`src/rtl/remap_pkg.sv`:
```
package remap_pkg;
    localparam int PAGE_SHIFT = 12;
    localparam int FRAME_MSB  = 30;
    localparam int FRAME_W    = FRAME_MSB - PAGE_SHIFT + 1;

    typedef struct packed {
        logic               valid;
        logic [FRAME_W-1:0] frame;
    } pte_t;

    typedef enum logic [1:0] {
        WIN_CFG  = 2'd0,
        WIN_SEL  = 2'd1,
        WIN_DATA = 2'd2,
        WIN_NONE = 2'd3
    } win_reg_e;

    function automatic logic [31:0] pte_to_word(input pte_t p);
        return {p.valid, p.frame, {PAGE_SHIFT{1'b0}}};
    endfunction
endpackage

```
`src/rtl/remap_range.sv`:
```
module remap_range
    import remap_pkg::*;
#(
    parameter logic [31:0] BASE  = 32'h4000_0000,
    parameter int          PAGES = 64,
    parameter int          IDX_W = 6
) (
    input  logic [31:0]      addr,
    output logic             hit,
    output logic [IDX_W-1:0] idx
);
    logic [31:0] page;

    always_comb begin
        page = (addr - BASE) >> PAGE_SHIFT;
        hit  = (addr >= BASE) && (page < 32'(PAGES));
        idx  = page[IDX_W-1:0];
    end
endmodule

```
`src/rtl/remap_store.sv`:
```
module remap_store
    import remap_pkg::*;
#(
    parameter int PAGES = 64,
    parameter int IDX_W = 6
) (
    input  logic             clk,
    input  logic             rst_n,
    input  logic             we,
    input  logic [IDX_W-1:0] widx,
    input  pte_t             wpte,
    input  logic [IDX_W-1:0] ridx_a,
    output pte_t             rpte_a,
    input  logic [IDX_W-1:0] ridx_b,
    output pte_t             rpte_b
);
    pte_t [PAGES-1:0] tab_d, tab_q;

    for (genvar g = 0; g < PAGES; g++) begin : g_entry
        assign tab_d[g] = (we && (32'(widx) == g)) ? wpte : tab_q[g];
    end

    always_ff @(posedge clk) begin
        if (!rst_n) tab_q <= '0;
        else        tab_q <= tab_d;
    end

    always_comb begin
        rpte_a = (32'(ridx_a) < 32'(PAGES)) ? tab_q[ridx_a] : '0;
        rpte_b = (32'(ridx_b) < 32'(PAGES)) ? tab_q[ridx_b] : '0;
    end
endmodule

```
`src/rtl/remap_window.sv`:
```
module remap_window
    import remap_pkg::*;
#(
    parameter logic [31:0] BASE  = 32'h4000_0000,
    parameter int          IDX_W = 6
) (
    input  logic             clk,
    input  logic             rst_n,
    input  logic             reg_wr,
    input  logic             reg_rd,
    input  logic [1:0]       reg_word,
    input  logic             wr_cfg,
    input  logic             sel_hit,
    input  logic [IDX_W-1:0] sel_new,
    input  pte_t             cur_pte,
    output logic             cfg_en,
    output logic [IDX_W-1:0] sel_idx,
    output logic             tab_we,
    output logic [31:0]      reg_rdata
);
    typedef struct packed {
        logic             en;
        logic [IDX_W-1:0] sel;
        logic [31:0]      rdata;
    } win_st_t;

    win_st_t  st_d, st_q;
    win_reg_e word_e;

    assign word_e = win_reg_e'(reg_word);

    always_comb begin
        st_d       = st_q;
        st_d.rdata = '0;
        if (reg_rd) begin
            case (word_e)
                WIN_CFG:  st_d.rdata = {31'b0, st_q.en};
                WIN_SEL:  st_d.rdata = BASE + (32'(st_q.sel) << PAGE_SHIFT);
                WIN_DATA: st_d.rdata = pte_to_word(cur_pte);
                default:  st_d.rdata = '0;
            endcase
        end
        if (reg_wr) begin
            case (word_e)
                WIN_CFG: st_d.en = wr_cfg;
                WIN_SEL: if (sel_hit) st_d.sel = sel_new;
                default: ;
            endcase
        end
    end

    always_ff @(posedge clk) begin
        if (!rst_n) st_q <= '0;
        else        st_q <= st_d;
    end

    assign cfg_en    = st_q.en;
    assign sel_idx   = st_q.sel;
    assign tab_we    = reg_wr && (word_e == WIN_DATA);
    assign reg_rdata = st_q.rdata;
endmodule

```
`src/rtl/remap_lookup.sv`:
```
module remap_lookup
    import remap_pkg::*;
(
    input  logic                  clk,
    input  logic                  rst_n,
    input  logic                  req_valid,
    input  logic [PAGE_SHIFT-1:0] req_lo,
    input  logic                  in_aperture,
    input  logic                  enable,
    input  pte_t                  pte,
    output logic                  resp_valid,
    output logic [31:0]           resp_addr,
    output logic                  resp_fault
);
    typedef struct packed {
        logic        vld;
        logic [31:0] addr;
        logic        fault;
    } rsp_t;

    rsp_t rsp_d, rsp_q;

    always_comb begin
        rsp_d.vld   = req_valid;
        rsp_d.addr  = '0;
        rsp_d.fault = 1'b0;
        if (req_valid) begin
            if (enable && in_aperture && pte.valid) rsp_d.addr = {1'b0, pte.frame, req_lo};
            else                                    rsp_d.fault = 1'b1;
        end
    end

    always_ff @(posedge clk) begin
        if (!rst_n) rsp_q <= '0;
        else        rsp_q <= rsp_d;
    end

    assign resp_valid = rsp_q.vld;
    assign resp_addr  = rsp_q.addr;
    assign resp_fault = rsp_q.fault;
endmodule

```
`src/rtl/aperture_remap_table.sv`:
```
module aperture_remap_table
    import remap_pkg::*;
#(
    parameter logic [31:0] BASE  = 32'h4000_0000,
    parameter int          PAGES = 64
) (
    input  logic        clk,
    input  logic        rst_n,
    input  logic        reg_wr,
    input  logic        reg_rd,
    input  logic [1:0]  reg_word,
    input  logic [31:0] reg_wdata,
    output logic [31:0] reg_rdata,
    input  logic        req_valid,
    input  logic [31:0] req_addr,
    output logic        resp_valid,
    output logic [31:0] resp_addr,
    output logic        resp_fault
);
    localparam int IDX_W = (PAGES > 1) ? $clog2(PAGES) : 1;

    logic             cfg_en;
    logic [IDX_W-1:0] sel_idx;
    logic             sel_hit;
    logic [IDX_W-1:0] sel_new;
    logic             req_hit;
    logic [IDX_W-1:0] req_idx;
    logic             tab_we;
    pte_t             sel_pte;
    pte_t             req_pte;
    pte_t             wr_pte;

    assign wr_pte.valid = reg_wdata[31];
    assign wr_pte.frame = reg_wdata[FRAME_MSB:PAGE_SHIFT];

    remap_range #(.BASE(BASE), .PAGES(PAGES), .IDX_W(IDX_W)) u_sel_range (
        .addr(reg_wdata), .hit(sel_hit), .idx(sel_new)
    );

    remap_range #(.BASE(BASE), .PAGES(PAGES), .IDX_W(IDX_W)) u_req_range (
        .addr(req_addr), .hit(req_hit), .idx(req_idx)
    );

    remap_window #(.BASE(BASE), .IDX_W(IDX_W)) u_window (
        .clk(clk), .rst_n(rst_n),
        .reg_wr(reg_wr), .reg_rd(reg_rd), .reg_word(reg_word),
        .wr_cfg(reg_wdata[0]), .sel_hit(sel_hit), .sel_new(sel_new),
        .cur_pte(sel_pte), .cfg_en(cfg_en), .sel_idx(sel_idx),
        .tab_we(tab_we), .reg_rdata(reg_rdata)
    );

    remap_store #(.PAGES(PAGES), .IDX_W(IDX_W)) u_store (
        .clk(clk), .rst_n(rst_n),
        .we(tab_we), .widx(sel_idx), .wpte(wr_pte),
        .ridx_a(sel_idx), .rpte_a(sel_pte),
        .ridx_b(req_idx), .rpte_b(req_pte)
    );

    remap_lookup u_lookup (
        .clk(clk), .rst_n(rst_n),
        .req_valid(req_valid), .req_lo(req_addr[PAGE_SHIFT-1:0]),
        .in_aperture(req_hit), .enable(cfg_en), .pte(req_pte),
        .resp_valid(resp_valid), .resp_addr(resp_addr), .resp_fault(resp_fault)
    );
endmodule

```
`config.mk`:
```
export PLATFORM = sky130hd
export DESIGN_NAME = aperture_remap_table
export DESIGN_NICKNAME = d
export VERILOG_FILES = /design/src/rtl/remap_pkg.sv /design/src/rtl/remap_range.sv /design/src/rtl/remap_store.sv /design/src/rtl/remap_window.sv /design/src/rtl/remap_lookup.sv /design/src/rtl/aperture_remap_table.sv
export SDC_FILE = /design/constraint.sdc
export NUM_CORES = 2
export LEC_CHECK = 0
export ABC_AREA = 1
export BUFFER_PORTS_ARGS = -buffer_cell sky130_fd_sc_hd__buf_2
export CAP_MARGIN = 20
export CORE_UTILIZATION = 35
export DETAILED_ROUTE_END_ITERATION = 7
export PLACE_DENSITY = 0.51
export SYNTH_ARGS = -nofsm -noshare
export SYNTH_HDL_FRONTEND = slang
export SYNTH_HIERARCHICAL = 1
export SYNTH_SLANG_ARGS = --single-unit
```
`constraint.sdc`:
```
create_clock -name clk -period 1.9 [get_ports clk]
set_clock_uncertainty 0.15 [all_clocks]
set_input_delay 0.19 -clock clk [delete_from_list [all_inputs] [get_ports clk]]
set_output_delay 0.19 -clock clk [all_outputs]
set_load 0.01 [all_outputs]
```
==> impl_metrics.toml <==
[route]
drtAntennaViolNets = 0
vias_per_cell = 5.633
firstDrtPassIters = 8
vias = 87700
dr.first_iter.drc_count = 12830
wl_per_cell_microns = 24.46
drc = 6
wirelength_microns = 380900

[setup_path]
ff2ff_path_depth = 16
worstPathMaxFanout = 9
worstSetupPathType = "flop to flop"
crit_arrival_ns = 3.08
cp-end-kind = "flop"
rrSetupSlack_ns = -0.54
required_ns = 2.54
r2r_start = "u_window/sel_idx[0]"
worstSetupStartpointType = "flop"
r2r_end = "u_window/reg_rdata[31]"

[synthesis]
postSynthAreaPerCell_sq_um = 6.071
seq_area_frac_synth_pct = 36.51
synth_seq_cells = 1341
ys_types = 28
syn_inst = 12110
yosysWarnings = 6
synth_area_sq_mm = 0.07353

[sta]
holdWs_ns = 0.05821
tightestPinTransition_ns = 0.8564
timing.final.ws_setup_ns = -0.5370
maxSlewHeadroom_pct = 42.91
rsz0062_at_grt = "true"
fin_crit_sh_pct = 128.3
clock.fmax_mhz = 410.3
maxSlewViolCount = 0
min_period_ns = 2.437
finalSetupTns_ns = -351.10
final-setup-viol-count = 1339
timing.final.hold_violations = 0

[layout]
drive_above_1_share_pct = 17.94
nFillCells = 20950
nNetsFinal = 12720
regArea_sq_mm = 0.02686
area_delta_synth_final_pct = 31.02
final_common_cell = "nand2_1"
multiInputGateArea_sq_mm = 0.04280
layout_common_cells = "nand2_1 (3244), nor2_1 (2371), nand3_1 (2067)"

[clock_tree]
htreeDepth = 4
cts_tree = "built"
clk_latency_ns = 0.86
clk_path_buf_depth = 3
clock-root-buffer = "clkbuf_16"
clock-sinks = 1341
clk_transition_reported_paths_ns = 0.06
numCtsBuffers = 163

[power_and_ir_drop]
p_leak_nw = 41.20
switchingPower_mw = 17.92
seqPwrFrac_pct = 42.4
p_int_mw = 48.45
vdd_drop_max_uv = 1018
p_comb_share_pct = 8.5
switching_share_pct = 27.01
pwr-share-clk_pct = 49.0
fin_total_pwr_mw = 66.37
cellPowerDensity_mw_per_mm2 = 688.9

[place]
io_buffers = 113
dpl.hpwl_microns = 245500
place_ws_ns = -0.9296
place_congestion = 0.9793

[grt]
grt_pass1_wl_microns = 540900
grt_max_degree = 144
gr-usage-all-layers_pct = 33.98
grt_overflow = 0
busiest_layer = "met2"
use_met3_pct = 6.754
grt_pass1_vias = 80070
grtUsageMet1_pct = 45.10
use_met2_pct = 50.91
antenna_found_initial = 8

[floorplanning]
initial_utilization_pct = 35.37
core_region_area_sq_mm = 0.2079
die_w_microns = 460.3
die_h_microns = 460.3
num_rows = 167
ioPinCount = 137
die_area_sq_mm = 0.2119

[min_path]
worst_hold_path_type = "input pin to flop"
min_from = "req_addr[17]"
hold_end = "u_lookup/resp_addr[20]"
hold_depth = 7

[flow_run]
max_cap_violations = 0

[outcome]
violations = "design-rule violations, negative setup slack"
outcome = "complete, but fails checks"
## sequential cells by signal, summed over array words and instances (netlist names)
name and flops:
u_lookup/resp_valid 1, u_window/sel_idx 6, u_lookup/resp_addr 31, u_window/cfg_en 1, u_window/reg_rdata 21, u_lookup/resp_fault 1, u_store/tab_q 1280
## Yosys cell counts
| master | instances | area [sq um] |
|---|---|---|
| buf_6 | 47 | 529.3 |
| o21ai_1 | 159 | 795.8 |
| nand3_4 | 1 | 17.52 |
| nor3_1 | 1 | 5.000 |
| nor3_2 | 30 | 300.3 |
| buf_1 | 73 | 274.0 |
| nor2_1 | 2600 | 9759 |
| buf_2 | 515 | 2577 |
| nand2_2 | 1 | 6.260 |
| clkbuf_1 | 431 | 1618 |
| buf_8 | 2 | 30.03 |
| nand2_1 | 3298 | 12380 |
| inv_1 | 135 | 506.7 |
| conb_1 | 2 | 7.510 |
| nor2_4 | 26 | 292.8 |
| and2_1 | 1 | 6.260 |
| buf_4 | 60 | 450.4 |
| o21ai_0 | 1121 | 5610 |
| nor3_4 | 4 | 65.06 |
| nor2_2 | 51 | 319.1 |
| inv_2 | 28 | 105.1 |
| nor2_8 | 4 | 80.08 |
| buf_12 | 1 | 20.02 |
| dfxtp_1 | 1341 | 26850 |
| nand3_1 | 2168 | 10850 |
| nand3b_1 | 1 | 7.510 |
| a21oi_1 | 8 | 40.04 |
| clkbuf_8 | 2 | 27.53 |
## power groups by stage
stage	logic, mW	registers, mW	clock network [mW]
after floorplan	2.52	28.8	0
final	5.67	28.2	32.5
after CTS	5.35	28.2	32.8
after global placement	5.22	28.8	0
after global routing	5.80	28.2	33.9
after detailed placement	5.21	28.8	0
## stage by stage
step	instance area [sq um]	instances	utilization [%]
floorplan	73590	12120	-
global placement	85210	15090	40.99
detailed placement	85210	15090	40.99
CTS	92500	15480	44.49
global route	96330	15570	46.33
finish	96330	15570	46.34
## per-layer routing
metal / wire length [microns] / up-vias
li1: - / 40020
met1: 156800 / 41460
met2: 163700 / 5304
met3: 38780 / 921
met4: 21560 / 2
met5: 12 / -
## cell families (layout without fill, tap and decap cells)
kind of cell           count (synthesis)  after routing  share of synthesized area [%]
and+or+nand+nor                     8186           8186                          46.36
DFF                                 1341           1341                          36.51
buffers and inverters               1294           1950                          8.349
AOI/OAI and AO/OA                   1288           1288                          8.767
other                                  2             17                        0.01021
## repair_timing
item                       in CTS  in global routing
buffers inserted               22                 52
hold buffers                   69                  0
hold endpoints to repair     1341                  0
gates resized for setup       155                726
gates cloned                    9                 42
pin swaps                      19                 94
setup endpoints to repair    1343               1338
## worst max-delay path, cell delays in order, from the launching register on
cell and delay, ns:
dfxtp_4 0.47, buf_12 0.21, buf_12 0.12, buf_16 0.14
buf_12 0.12, nand2_1 0.04, nand3_1 0.09, nand3_1 0.07
nand2_1 0.06, nand2_1 0.10, nand3_2 0.11, nand3_1 0.08
buf_4 0.18, nand2_1 0.07, nand2_1 0.08, nor2_1 0.11
buf_4 0.16
## worst max-delay path by stage
stage	from	end	slack (ns)	cells after the start
final	u_window/sel_idx[0]	u_window/reg_rdata[31]	-0.54	16
after global routing	u_window/sel_idx[0]	u_window/reg_rdata[20]	-0.58	13
after CTS	u_window/sel_idx[1]	u_window/reg_rdata[14]	-0.52	13
after detailed placement	u_window/sel_idx[0]	u_window/reg_rdata[23]	-0.93	15
after global placement	u_window/sel_idx[0]	u_window/reg_rdata[23]	-0.89	15
after floorplan	req_addr[14]	u_lookup/resp_fault	0.0002	15
## final cells by class
| cell class | instances | share of cell area (%) |
|---|---|---|
| Antenna cell | 5 | 0.01299 |
| Sequential cell | 1341 | 27.88 |
| Clock inverter | 57 | 0.7585 |
| Timing Repair Buffer | 1497 | 17.61 |
| Multi-Input combinational cell | 9486 | 44.43 |
| Tap cell | 2788 | 3.621 |
| Inverter | 163 | 0.8338 |
| Clock buffer | 233 | 4.851 |
No activity file was read; power rests on OpenSTA's default activity.
